==> src/rtl/sgw_pkg.sv <==
package sgw_pkg;
  localparam int WORD_W     = 32;
  localparam int DESC_WORDS = 14;
  localparam int IDX_W      = $clog2(DESC_WORDS);
  localparam int LEN_W      = 23;
  localparam int N_APP      = 6;
  // word slots inside one descriptor
  localparam int SLOT_NEXT  = 0;
  localparam int SLOT_BUF   = 2;
  localparam int SLOT_CTRL  = 6;
  localparam int SLOT_STAT  = 7;
  localparam int SLOT_APP   = 8;
  // flag bit positions
  localparam int BIT_EOF    = 26;
  localparam int BIT_SOF    = 27;
  localparam int BIT_DONE   = 31;

  typedef enum logic [2:0] {
    S_WAIT, S_FETCH, S_EVAL, S_WB, S_DATA, S_NEXT
  } walk_st_t;

  typedef enum logic [1:0] {
    E_OFF, E_RD, E_OUT
  } emit_st_t;

  function automatic logic [LEN_W-1:0] ctrl_len(input logic [WORD_W-1:0] c);
    return c[LEN_W-1:0];
  endfunction

  function automatic logic [WORD_W-1:0] done_status(input logic [LEN_W-1:0] n);
    return WORD_W'(n) | (WORD_W'(1) << BIT_DONE);
  endfunction

  function automatic logic [7:0] lane_byte(input logic [WORD_W-1:0] w,
                                           input logic [1:0] lane);
    return w[8*lane +: 8];
  endfunction
endpackage

==> src/rtl/sgw_desc_store.sv <==
module sgw_desc_store #(
  parameter int NW = 14,
  parameter int DW = 32,
  localparam int IW = $clog2(NW)
) (
  input  logic            clk,
  input  logic            rst_n,
  input  logic            wr_i,
  input  logic [IW-1:0]   idx_i,
  input  logic [DW-1:0]   data_i,
  output logic [NW*DW-1:0] words_o
);
  for (genvar g = 0; g < NW; g++) begin : g_slot
    logic [DW-1:0] slot_q;
    always_ff @(posedge clk) begin
      if (!rst_n)                              slot_q <= '0;
      else if (wr_i && (idx_i == IW'(g)))      slot_q <= data_i;
    end
    assign words_o[g*DW +: DW] = slot_q;
  end
endmodule

==> src/rtl/sgw_byte_emit.sv <==
module sgw_byte_emit
  import sgw_pkg::*;
#(
  parameter int ADDR_W = 32,
  localparam int BPW   = WORD_W / 8,
  localparam int LW    = $clog2(BPW)
) (
  input  logic              clk,
  input  logic              rst_n,
  input  logic              start_i,
  input  logic [ADDR_W-1:0] base_i,
  input  logic [LEN_W-1:0]  len_i,
  input  logic              eof_i,
  output logic              rd_req_o,
  output logic [ADDR_W-1:0] rd_addr_o,
  input  logic              rd_ack_i,
  input  logic [WORD_W-1:0] rd_data_i,
  output logic              tvalid_o,
  input  logic              tready_i,
  output logic [7:0]        tdata_o,
  output logic              tlast_o,
  output logic              done_o
);
  emit_st_t          st_q;
  logic [LEN_W-1:0]  rem_q;
  logic [ADDR_W-1:0] addr_q;
  logic [WORD_W-1:0] word_q;
  logic [LW-1:0]     lane_q;
  logic              eof_q, done_q;

  wire beat     = (st_q == E_OUT) && tready_i;
  wire last_one = (rem_q == LEN_W'(1));

  always_ff @(posedge clk) begin
    if (!rst_n) begin
      st_q <= E_OFF; rem_q <= '0; addr_q <= '0; word_q <= '0;
      lane_q <= '0; eof_q <= 1'b0; done_q <= 1'b0;
    end else begin
      done_q <= 1'b0;
      case (st_q)
        E_OFF: if (start_i) begin
          rem_q  <= len_i;
          addr_q <= base_i;
          lane_q <= '0;
          eof_q  <= eof_i;
          st_q   <= E_RD;
        end
        E_RD: if (rd_ack_i) begin
          word_q <= rd_data_i;
          addr_q <= addr_q + ADDR_W'(BPW);
          st_q   <= E_OUT;
        end
        E_OUT: if (beat) begin
          rem_q  <= rem_q - LEN_W'(1);
          lane_q <= lane_q + LW'(1);
          if (last_one) begin
            st_q   <= E_OFF;
            done_q <= 1'b1;
          end else if (lane_q == LW'(BPW-1)) begin
            st_q <= E_RD;
          end
        end
        default: st_q <= E_OFF;
      endcase
    end
  end

  assign rd_req_o  = (st_q == E_RD);
  assign rd_addr_o = addr_q;
  assign tvalid_o  = (st_q == E_OUT);
  assign tdata_o   = lane_byte(word_q, 2'(lane_q));
  assign tlast_o   = (st_q == E_OUT) && eof_q && last_one;
  assign done_o    = done_q;
endmodule

==> src/rtl/sgw_tx_walker.sv <==
module sgw_tx_walker
  import sgw_pkg::*;
#(
  parameter int ADDR_W = 32,
  localparam int USER_W = N_APP * WORD_W
) (
  input  logic              clk,
  input  logic              rst_n,
  input  logic              run_i,
  input  logic              kick_i,
  input  logic [ADDR_W-1:0] tail_i,
  input  logic              cur_wr_i,
  input  logic [ADDR_W-1:0] cur_i,
  output logic              idle_o,
  output logic [ADDR_W-1:0] cur_o,
  output logic              frame_done_o,
  output logic              mem_req_o,
  output logic              mem_we_o,
  output logic [ADDR_W-1:0] mem_addr_o,
  output logic [WORD_W-1:0] mem_wdata_o,
  input  logic              mem_ack_i,
  input  logic [WORD_W-1:0] mem_rdata_i,
  output logic              m_tvalid_o,
  input  logic              m_tready_i,
  output logic [7:0]        m_tdata_o,
  output logic              m_tlast_o,
  output logic [USER_W-1:0] m_tuser_o
);
  walk_st_t          st_q;
  logic [IDX_W-1:0]  k_q;
  logic [ADDR_W-1:0] cur_q, tail_q;
  logic              idle_q;
  logic [USER_W-1:0] user_q;
  logic [DESC_WORDS*WORD_W-1:0] words;

  // decoded descriptor fields
  wire [WORD_W-1:0] w_next = words[SLOT_NEXT*WORD_W +: WORD_W];
  wire [WORD_W-1:0] w_buf  = words[SLOT_BUF*WORD_W  +: WORD_W];
  wire [WORD_W-1:0] w_ctrl = words[SLOT_CTRL*WORD_W +: WORD_W];
  wire [WORD_W-1:0] w_stat = words[SLOT_STAT*WORD_W +: WORD_W];
  wire [USER_W-1:0] w_app  = words[SLOT_APP*WORD_W  +: USER_W];
  wire [LEN_W-1:0]  d_len  = ctrl_len(w_ctrl);
  wire d_sof  = w_ctrl[BIT_SOF];
  wire d_eof  = w_ctrl[BIT_EOF];
  wire d_done = w_stat[BIT_DONE];

  logic unused_desc_bits;
  assign unused_desc_bits = ^{words[SLOT_BUF*WORD_W-1:WORD_W],
                              words[SLOT_CTRL*WORD_W-1:(SLOT_BUF+1)*WORD_W],
                              w_ctrl[WORD_W-1:BIT_SOF+1], w_ctrl[BIT_EOF-1:LEN_W],
                              w_stat[BIT_DONE-1:0]};

  // named internal events
  wire walk_go       = (st_q == S_WAIT) && run_i && !idle_q;
  wire fetch_take    = (st_q == S_FETCH) && mem_ack_i;
  wire hit_done_desc = (st_q == S_EVAL) && d_done;
  wire wb_take       = (st_q == S_WB) && mem_ack_i;
  wire emit_start    = wb_take && (d_len != '0);
  wire at_tail       = (st_q == S_NEXT) && (cur_q == tail_q);
  wire emit_done;

  sgw_desc_store #(.NW(DESC_WORDS), .DW(WORD_W)) u_store (
    .clk(clk), .rst_n(rst_n), .wr_i(fetch_take), .idx_i(k_q),
    .data_i(mem_rdata_i), .words_o(words));

  logic              em_req;
  logic [ADDR_W-1:0] em_addr;

  sgw_byte_emit #(.ADDR_W(ADDR_W)) u_emit (
    .clk(clk), .rst_n(rst_n), .start_i(emit_start), .base_i(ADDR_W'(w_buf)),
    .len_i(d_len), .eof_i(d_eof),
    .rd_req_o(em_req), .rd_addr_o(em_addr),
    .rd_ack_i(mem_ack_i && (st_q == S_DATA)), .rd_data_i(mem_rdata_i),
    .tvalid_o(m_tvalid_o), .tready_i(m_tready_i), .tdata_o(m_tdata_o),
    .tlast_o(m_tlast_o), .done_o(emit_done));

  always_ff @(posedge clk) begin
    if (!rst_n) begin
      st_q <= S_WAIT; k_q <= '0; cur_q <= '0; tail_q <= '0;
      idle_q <= 1'b1; user_q <= '0;
    end else begin
      case (st_q)
        S_WAIT: begin
          if (cur_wr_i) cur_q <= cur_i;
          if (walk_go) begin
            k_q  <= '0;
            st_q <= S_FETCH;
          end
        end
        S_FETCH: if (fetch_take) begin
          if (k_q == IDX_W'(DESC_WORDS-1)) st_q <= S_EVAL;
          else                             k_q  <= k_q + IDX_W'(1);
        end
        S_EVAL: begin
          if (d_done) begin
            idle_q <= 1'b1;
            st_q   <= S_WAIT;
          end else begin
            if (d_sof) user_q <= w_app;
            st_q <= S_WB;
          end
        end
        S_WB: if (wb_take) st_q <= (d_len != '0) ? S_DATA : S_NEXT;
        S_DATA: if (emit_done) st_q <= S_NEXT;
        S_NEXT: begin
          cur_q <= ADDR_W'(w_next);
          if (at_tail) idle_q <= 1'b1;
          st_q <= S_WAIT;
        end
        default: st_q <= S_WAIT;
      endcase
      if (kick_i) begin
        tail_q <= tail_i;
        idle_q <= 1'b0;
      end
    end
  end

  // memory port: walker owns fetch and write-back, emitter owns buffer reads
  always_comb begin
    mem_req_o   = em_req;
    mem_we_o    = 1'b0;
    mem_addr_o  = em_addr;
    mem_wdata_o = done_status(d_len);
    if (st_q == S_FETCH) begin
      mem_req_o  = 1'b1;
      mem_addr_o = cur_q + ADDR_W'({k_q, 2'b00});
    end else if (st_q == S_WB) begin
      mem_req_o  = 1'b1;
      mem_we_o   = 1'b1;
      mem_addr_o = cur_q + ADDR_W'(SLOT_STAT*4);
    end
  end

  assign idle_o       = idle_q;
  assign cur_o        = cur_q;
  assign frame_done_o = (st_q == S_NEXT) && d_eof;
  assign m_tuser_o    = user_q;
endmodule

==> config.mk <==
export PLATFORM = sky130hd
export DESIGN_NAME = sgw_tx_walker
export DESIGN_NICKNAME = d
export VERILOG_FILES = /design/src/rtl/sgw_pkg.sv /design/src/rtl/sgw_desc_store.sv /design/src/rtl/sgw_byte_emit.sv /design/src/rtl/sgw_tx_walker.sv
export SDC_FILE = /design/constraint.sdc
export NUM_CORES = 2
export LEC_CHECK = 0
export ABC_AREA = 0
export BUFFER_PORTS_ARGS = -buffer_cell sky130_fd_sc_hd__buf_2
export CAP_MARGIN = 20
export CORE_ASPECT_RATIO = 1.2
export CORE_MARGIN = 2
export CORE_UTILIZATION = 55
export DETAILED_ROUTE_END_ITERATION = 12
export HOLD_SLACK_MARGIN = 0.03
export PLACE_DENSITY = 0.8
export SLEW_MARGIN = 20
export SYNTH_ARGS = -nofsm -noshare
export SYNTH_HDL_FRONTEND = slang
export SYNTH_SLANG_ARGS = --single-unit
==> constraint.sdc <==
create_clock -name clk -period 2.6 [get_ports clk]
set_input_delay 0.26 -clock clk [delete_from_list [all_inputs] [get_ports clk]]
set_output_delay 0.26 -clock clk [all_outputs]
set_load 0.02 [all_outputs]
### Word-level counts from Yosys, hierarchy flattened

Index checks and enable logic that the tools add are counted.

| word-level totals | value |
|---|---|
| bits in registers | 673 |
| input bits | 103 |

| operators by class | value |
|---|---|
| $add $sub $neg | 6 |
| muxes and demuxes | 40 |
| bitwise operators | 1 |
| reduce and logical (&&, ||, !) cells | 42 |
| shifts and indexed selects | 1 |
| eq/ne operators | 32 |

Operator list:

| cell | count |
|---|---|
| 32-bit 2-to-1 mux | 5 |
| 32-bit case mux with 2 select lines | 2 |
| 23-bit 2-to-1 mux | 2 |
| 23-bit case mux with 2 select lines | 1 |
| 32-bit by 3-bit adder with 32-bit output (second input constant) | 1 |
| 32-bit by 5-bit adder with 32-bit output (second input constant) | 1 |
| 32-bit by 6-bit adder with 32-bit output | 1 |
| 32-bit equality test | 1 |
| 32-bit by 6-bit variable part select with 8-bit output | 1 |
| 4-bit equality test (second input constant) | 6 |
| 23-bit by 1-bit equality test with 1-bit output (second input constant) | 1 |
| 23-bit nonzero test | 1 |
| 23-bit by 1-bit subtractor with 23-bit output (second input constant) | 1 |
| 1-bit logical AND | 21 |
| 2-bit 2-to-1 mux | 8 |
| 3-bit 2-to-1 mux | 5 |
| 3-bit case mux with 5 select lines | 1 |
| 3-bit AND reduction | 5 |
| 4-bit 2-to-1 mux | 3 |
| 2-bit inequality test (second input constant) | 6 |
| 1-bit 2-to-1 mux | 9 |
| 4-bit by 3-bit equality test with 1-bit output (second input constant) | 2 |
| 2-bit by 1-bit inequality test with 1-bit output (second input constant) | 4 |
| 4-bit case mux with 2 select lines | 1 |
| other kinds (24) | 33 |

### Logic depth before layout (Yosys ltp)

| logic depth | value |
|---|---|
| word-level depth | 5 |
| depth in mapped cells | 8 |

### By module

A second synthesis with hierarchy kept.

| second synthesis, totals | value |
|---|---|
| cells, all modules | 3,635 |
| area total of the unflattened synthesis | 33,134.3 um^2 |

By module, submodules not included:

| module | sequential area each (um^2) | cells each | times used | area each (um^2) |
|---|---|---|---|---|
| sgw_desc_store | 8,968.6 | 1,533 | 1 | 15,979.1 |
| sgw_tx_walker | 5,285.1 | 1,452 | 1 | 12,080.3 |
| sgw_byte_emit | 1,861.8 | 650 | 1 | 5,074.9 |

### Worst setup path before layout

No wires, ideal clock.

| path | value |
|---|---|
| kind | reg2out |
| start | register cur_q[2] (netlist: cur_o[2]) |
| end | output port mem_addr_o[28] |
| cell stages (with the launch flop) | 9 |
| slack | -171 ps |
| arrival | 2,511 ps |
| data required time | 2,340 ps |
| path through | dfxtp_1 ha_1 fa_1 a21oi_1 nor3b_1 clkbuf_1 o2111ai_1 xor2_1 o21ai_0 |

| on the way | value |
|---|---|
| longest elaborated chain between the ends | 3 |

Ends and longest elaborated chain:

| element | line | text |
|---|---|---|
| start: declaration | sgw_tx_walker.sv:31 | `logic [ADDR_W-1:0] cur_q, tail_q;` |
| start signal: assignment | sgw_tx_walker.sv:84 | `if (cur_wr_i) cur_q <= cur_i;` |
| start signal: assignment | sgw_tx_walker.sv:106 | `cur_q <= ADDR_W'(w_next);` |
| 32-bit by 5-bit adder with 32-bit output | sgw_tx_walker.sv:131 | `mem_addr_o = cur_q + ADDR_W'(SLOT_STAT*4);` |
| 32-bit 2-to-1 mux | sgw_tx_walker.sv:128 | `end else if (st_q == S_WB) begin` |
| 32-bit 2-to-1 mux (*) | sgw_tx_walker.sv:125 | `if (st_q == S_FETCH) begin` |
| end: declaration | sgw_tx_walker.sv:19 | `output logic [ADDR_W-1:0] mem_addr_o,` |

Every way passes the cells marked *; elsewhere a longest branch is shown, timed or not.

### Worst setup path after layout

| path | value |
|---|---|
| start | register cur_q[13] (netlist: cur_o[13]) |
| end | output port mem_addr_o[19] |

Same word-level chain as after synthesis.

==> out/results.tsv <==
stage	metric	value	unit
floorplan	Die X	203.5	microns
placement	dpl cell area	28850	sq um
global_routing	initial antenna violation count	2	
placement	Buffers on Ports	395	
floorplan	I/O Pins	405	
routing	DRC viols	0	
finish	layout filler cell count	3846	
clock_network	Longest Clk Path Bufs	3	
synth	largest cells by area after synthesis	dfxtp_1, nand2_1, a21oi_1	
finish	fin util	67.85	%
sta	Final Max Slew Viols	0	
floorplan	Vert. Die Dim	243.5	microns
global_routing	largest net degree at the start of global routing	97	
sta	Period Utilization, post-route	108.2	%
synth	Synth area leader	dfxtp_1	
routing	routed len/inst	21.47	microns
synth	Post-synth EDFFs	0	
synth	#FFs+latches synth	639	
routing	DRT iter0 DRCs	2832	
clock_network	Root Driver	clkbuf_16	
clock_network	worst skew pair latency	0.63	ns
floorplan	die footprint	49550	sq um
clock_network	clock sinks	639	
routing	1st-pass router iterations	8	
status	failing checks	setup timing	
synth	share of the synthesized area in the top cell type	48.68	%
sta	final setup margin	-0.2144	ns
sta	worst rel slew slack	27.48	%
synth	Syn Area/Cell	7.782	sq um
finish	post-route cell area	31980	sq um
floorplan	core area	47130	sq um
routing	Antenna Nets Post-Route	0	
clock_network	H-tree levels	2	
global_routing	first-pass GRT wire length	140000	microns
synth	Post-synth ARST share	0	%
placement	GPL Wtd Cong	0.9824	
clock_network	Clk pin slew, worst setup/hold paths	0.06	ns
setup_path	CP arrival	2.55	ns
synth	Synth top cells by count	nand2_1, dfxtp_1, a21oi_1	
synth	Yosys warning count	0	
sta	Fin Hold WS	0.04138	ns
floorplan	Core Rows	87	
synth	Netlist Area Pre-Place	26280	sq um
placement	dpl hpwl	59900	microns
routing	via density per instance	5.886	
finish	storage element area	12810	sq um
routing	Total Wirelength	94060	microns
min_path	hold crit path type	input port to register	
routing	total number of vias	25790	
synth	post-synthesis sequential area ratio	48.68	%
sta	final hold violations	0	
synth	top-count cell post-synth	nand2_1	
finish	Nets	3828	
finish	Synth-to-Final Area Change	21.68	%
status	status	finished, violations left	
sta	Final TNS setup	-3.901	ns
sta	measured slew at the worst slew-check pin	1.084	ns
synth	Distinct cells, synth	77	
sta	unrepaired setup endpoints after global routing	true	
power_and_ir_drop	pwr/cell area	633.7	nW/um^2
placement	post-place setup slack	0.1897	ns
global_routing	Congestion Overflow GR	0	
power_and_ir_drop	maximum vdd ir drop	0.0005533	V
floorplan	Starting Density	55.76	%
synth	post-synthesis cell count	3377	
setup_path	Worst EP required	2.34	ns
finish	multi-input logic area	12420	sq um
global_routing	gr usage total	36.59	%
sta	Achievable Freq	355.3	MHz
sta	Final min period	2.814	ns
setup_path	CP max FO	3	
sta	worst clock skew	0.02012	ns
global_routing	vias in the first global route	23880	
run	Max Cap Viol	0	
finish	share of cells above drive strength 1	18.93	%
sta	final setup fails	27	
synth	Top FF cell, synth	dfxtp_1	
setup_path	crit path kind	register to primary output	
setup_path	CP Capture Type	primary output	
clock_network	CTS tree	yes	
setup_path	CP Launch Type	register	
power_and_ir_drop	leak pwr	12.33	nW
clock_network	Num CTS Buffers	60	
## path summary, 6_finish.rpt
check | startpoint | to | slack [ns] | depth (start not counted)
worst min-delay path | cur_i[18] | cur_o[18]$_SDFFE_PN0P_ | 0.04 | 3
worst min register to register | u_store.g_slot[13].slot_q[21]$_SDFFE_PN0P_ | m_tuser_o[181]$_SDFFE_PN0P_ | 0.45 | 2
worst max register to register | st_q[0]$_SDFFE_PN0P_ | u_emit.rd_addr_o[6]$_SDFFE_PN0P_ | 0.22 | 7
worst max-delay path | cur_o[13]$_SDFFE_PN0P_ | mem_addr_o[19] | -0.21 | 7
## layout by cell type, fill, tap and decap left out, types with 6 or more instances in the layout
cell type and instances:
dfxtp_1 625, mux4_2 8, xnor2_1 10, nand3b_1 7, conb_1 9, xor2_1 51
o31ai_1 29, and3_1 12, a211oi_1 33, clkbuf_8 19, inv_1 12, a32o_1 10
a21oi_1 574, o21ai_2 6, o211ai_1 7, clkbuf_16 60, dlygate4sd3_1 56, dfxtp_2 13
buf_4 121, buf_6 17, and4_1 7, nor2_1 123, o21ai_0 47, a22o_1 14
and2_1 14, ha_1 8, mux2i_1 67, nand4_1 26, a31oi_1 10, nor4_1 21
o221a_2 8, nand2_1 1121, clkinv_2 6, buf_2 371, clkbuf_1 15, nand3_1 24
buf_12 20, o21ai_1 25, nor3_1 26
## worst max-delay path, cell delays in order, from the launching register on
cell     delay [ns]
dfxtp_1        0.33
and3_2         0.37
nor4b_4        0.28
buf_4          0.18
nand3_1        0.08
and3b_1        0.19
o31ai_1        0.28
buf_2          0.22
## metrics by stage
stage / power [mW] / cells
detailed placement: 11.43 / 4195
finish: 20.27 / 4381
floorplan: 10.83 / 3384
CTS: 20.19 / 4368
global placement: 11.42 / 4195
global route: 20.76 / 4379
## per-layer routing
layer,GRT usage [%],part of all wire (%),vias to the layer above
li1,-,-,11940
met1,45.25,38,12130
met2,58.16,45,1395
met3,8.467,10,324
met4,21.73,6.7,0
met5,0,0,-
## sequential cells by signal, summed over array words and instances (netlist names)
| name | count |
|---|---|
| u_emit.word_q | 32 |
| u_emit.eof_q | 1 |
| u_emit.done_o | 1 |
| k_q | 4 |
| u_emit.rd_addr_o | 32 |
| m_tuser_o | 192 |
| u_emit.lane_q | 2 |
| tail_q | 32 |
| u_emit.st_q | 2 |
| u_emit.rem_q | 23 |
| u_store.g_slot.slot_q | 282 |
| idle_o | 1 |
| st_q | 3 |
| cur_o | 32 |
## power by group
group	switching [mW]	internal [mW]	total (mW)
Clock	3.77	5.07	8.84
Combinational	0.967	0.460	1.43
Sequential	0.108	9.89	10.0
## layout make-up
| type | count | area share, % |
|---|---|---|
| well taps | 623 | 2.438 |
| clock buffers | 94 | 5.689 |
| diodes | 3 | 0.02348 |
| inverters | 16 | 0.2152 |
| multi-input cells | 2409 | 38.83 |
| repair buffers | 585 | 12.25 |
| flip-flops and latches | 639 | 40.07 |
| clock inverters | 12 | 0.4930 |
## cells by family (layout without fill, tap and decap cells)
| logic type | after synthesis | in the layout | share of synthesized area (%) |
|---|---|---|---|
| mux | 78 | 78 | 3.366 |
| xor+xnor | 61 | 61 | 2.033 |
| other cells | 2 | 12 | 0.02858 |
| fa+ha+maj | 14 | 14 | 0.6951 |
| flops | 639 | 639 | 48.68 |
| buf+inv | 336 | 707 | 5.413 |
| simple gates | 1432 | 1432 | 22.38 |
| compound gates | 815 | 815 | 17.41 |
## what timing repair did
item | in CTS | in global routing
pin swaps | 28 | 35
hold endpoints to repair | 56 | 0
hold buffers | 56 | 0
gates resized for setup | 79 | 52
cloned | 2 | 0
endpoints found under the setup margin | 33 | 33
setup buffers | 10 | 11
(Power assumes the default switching activity.)
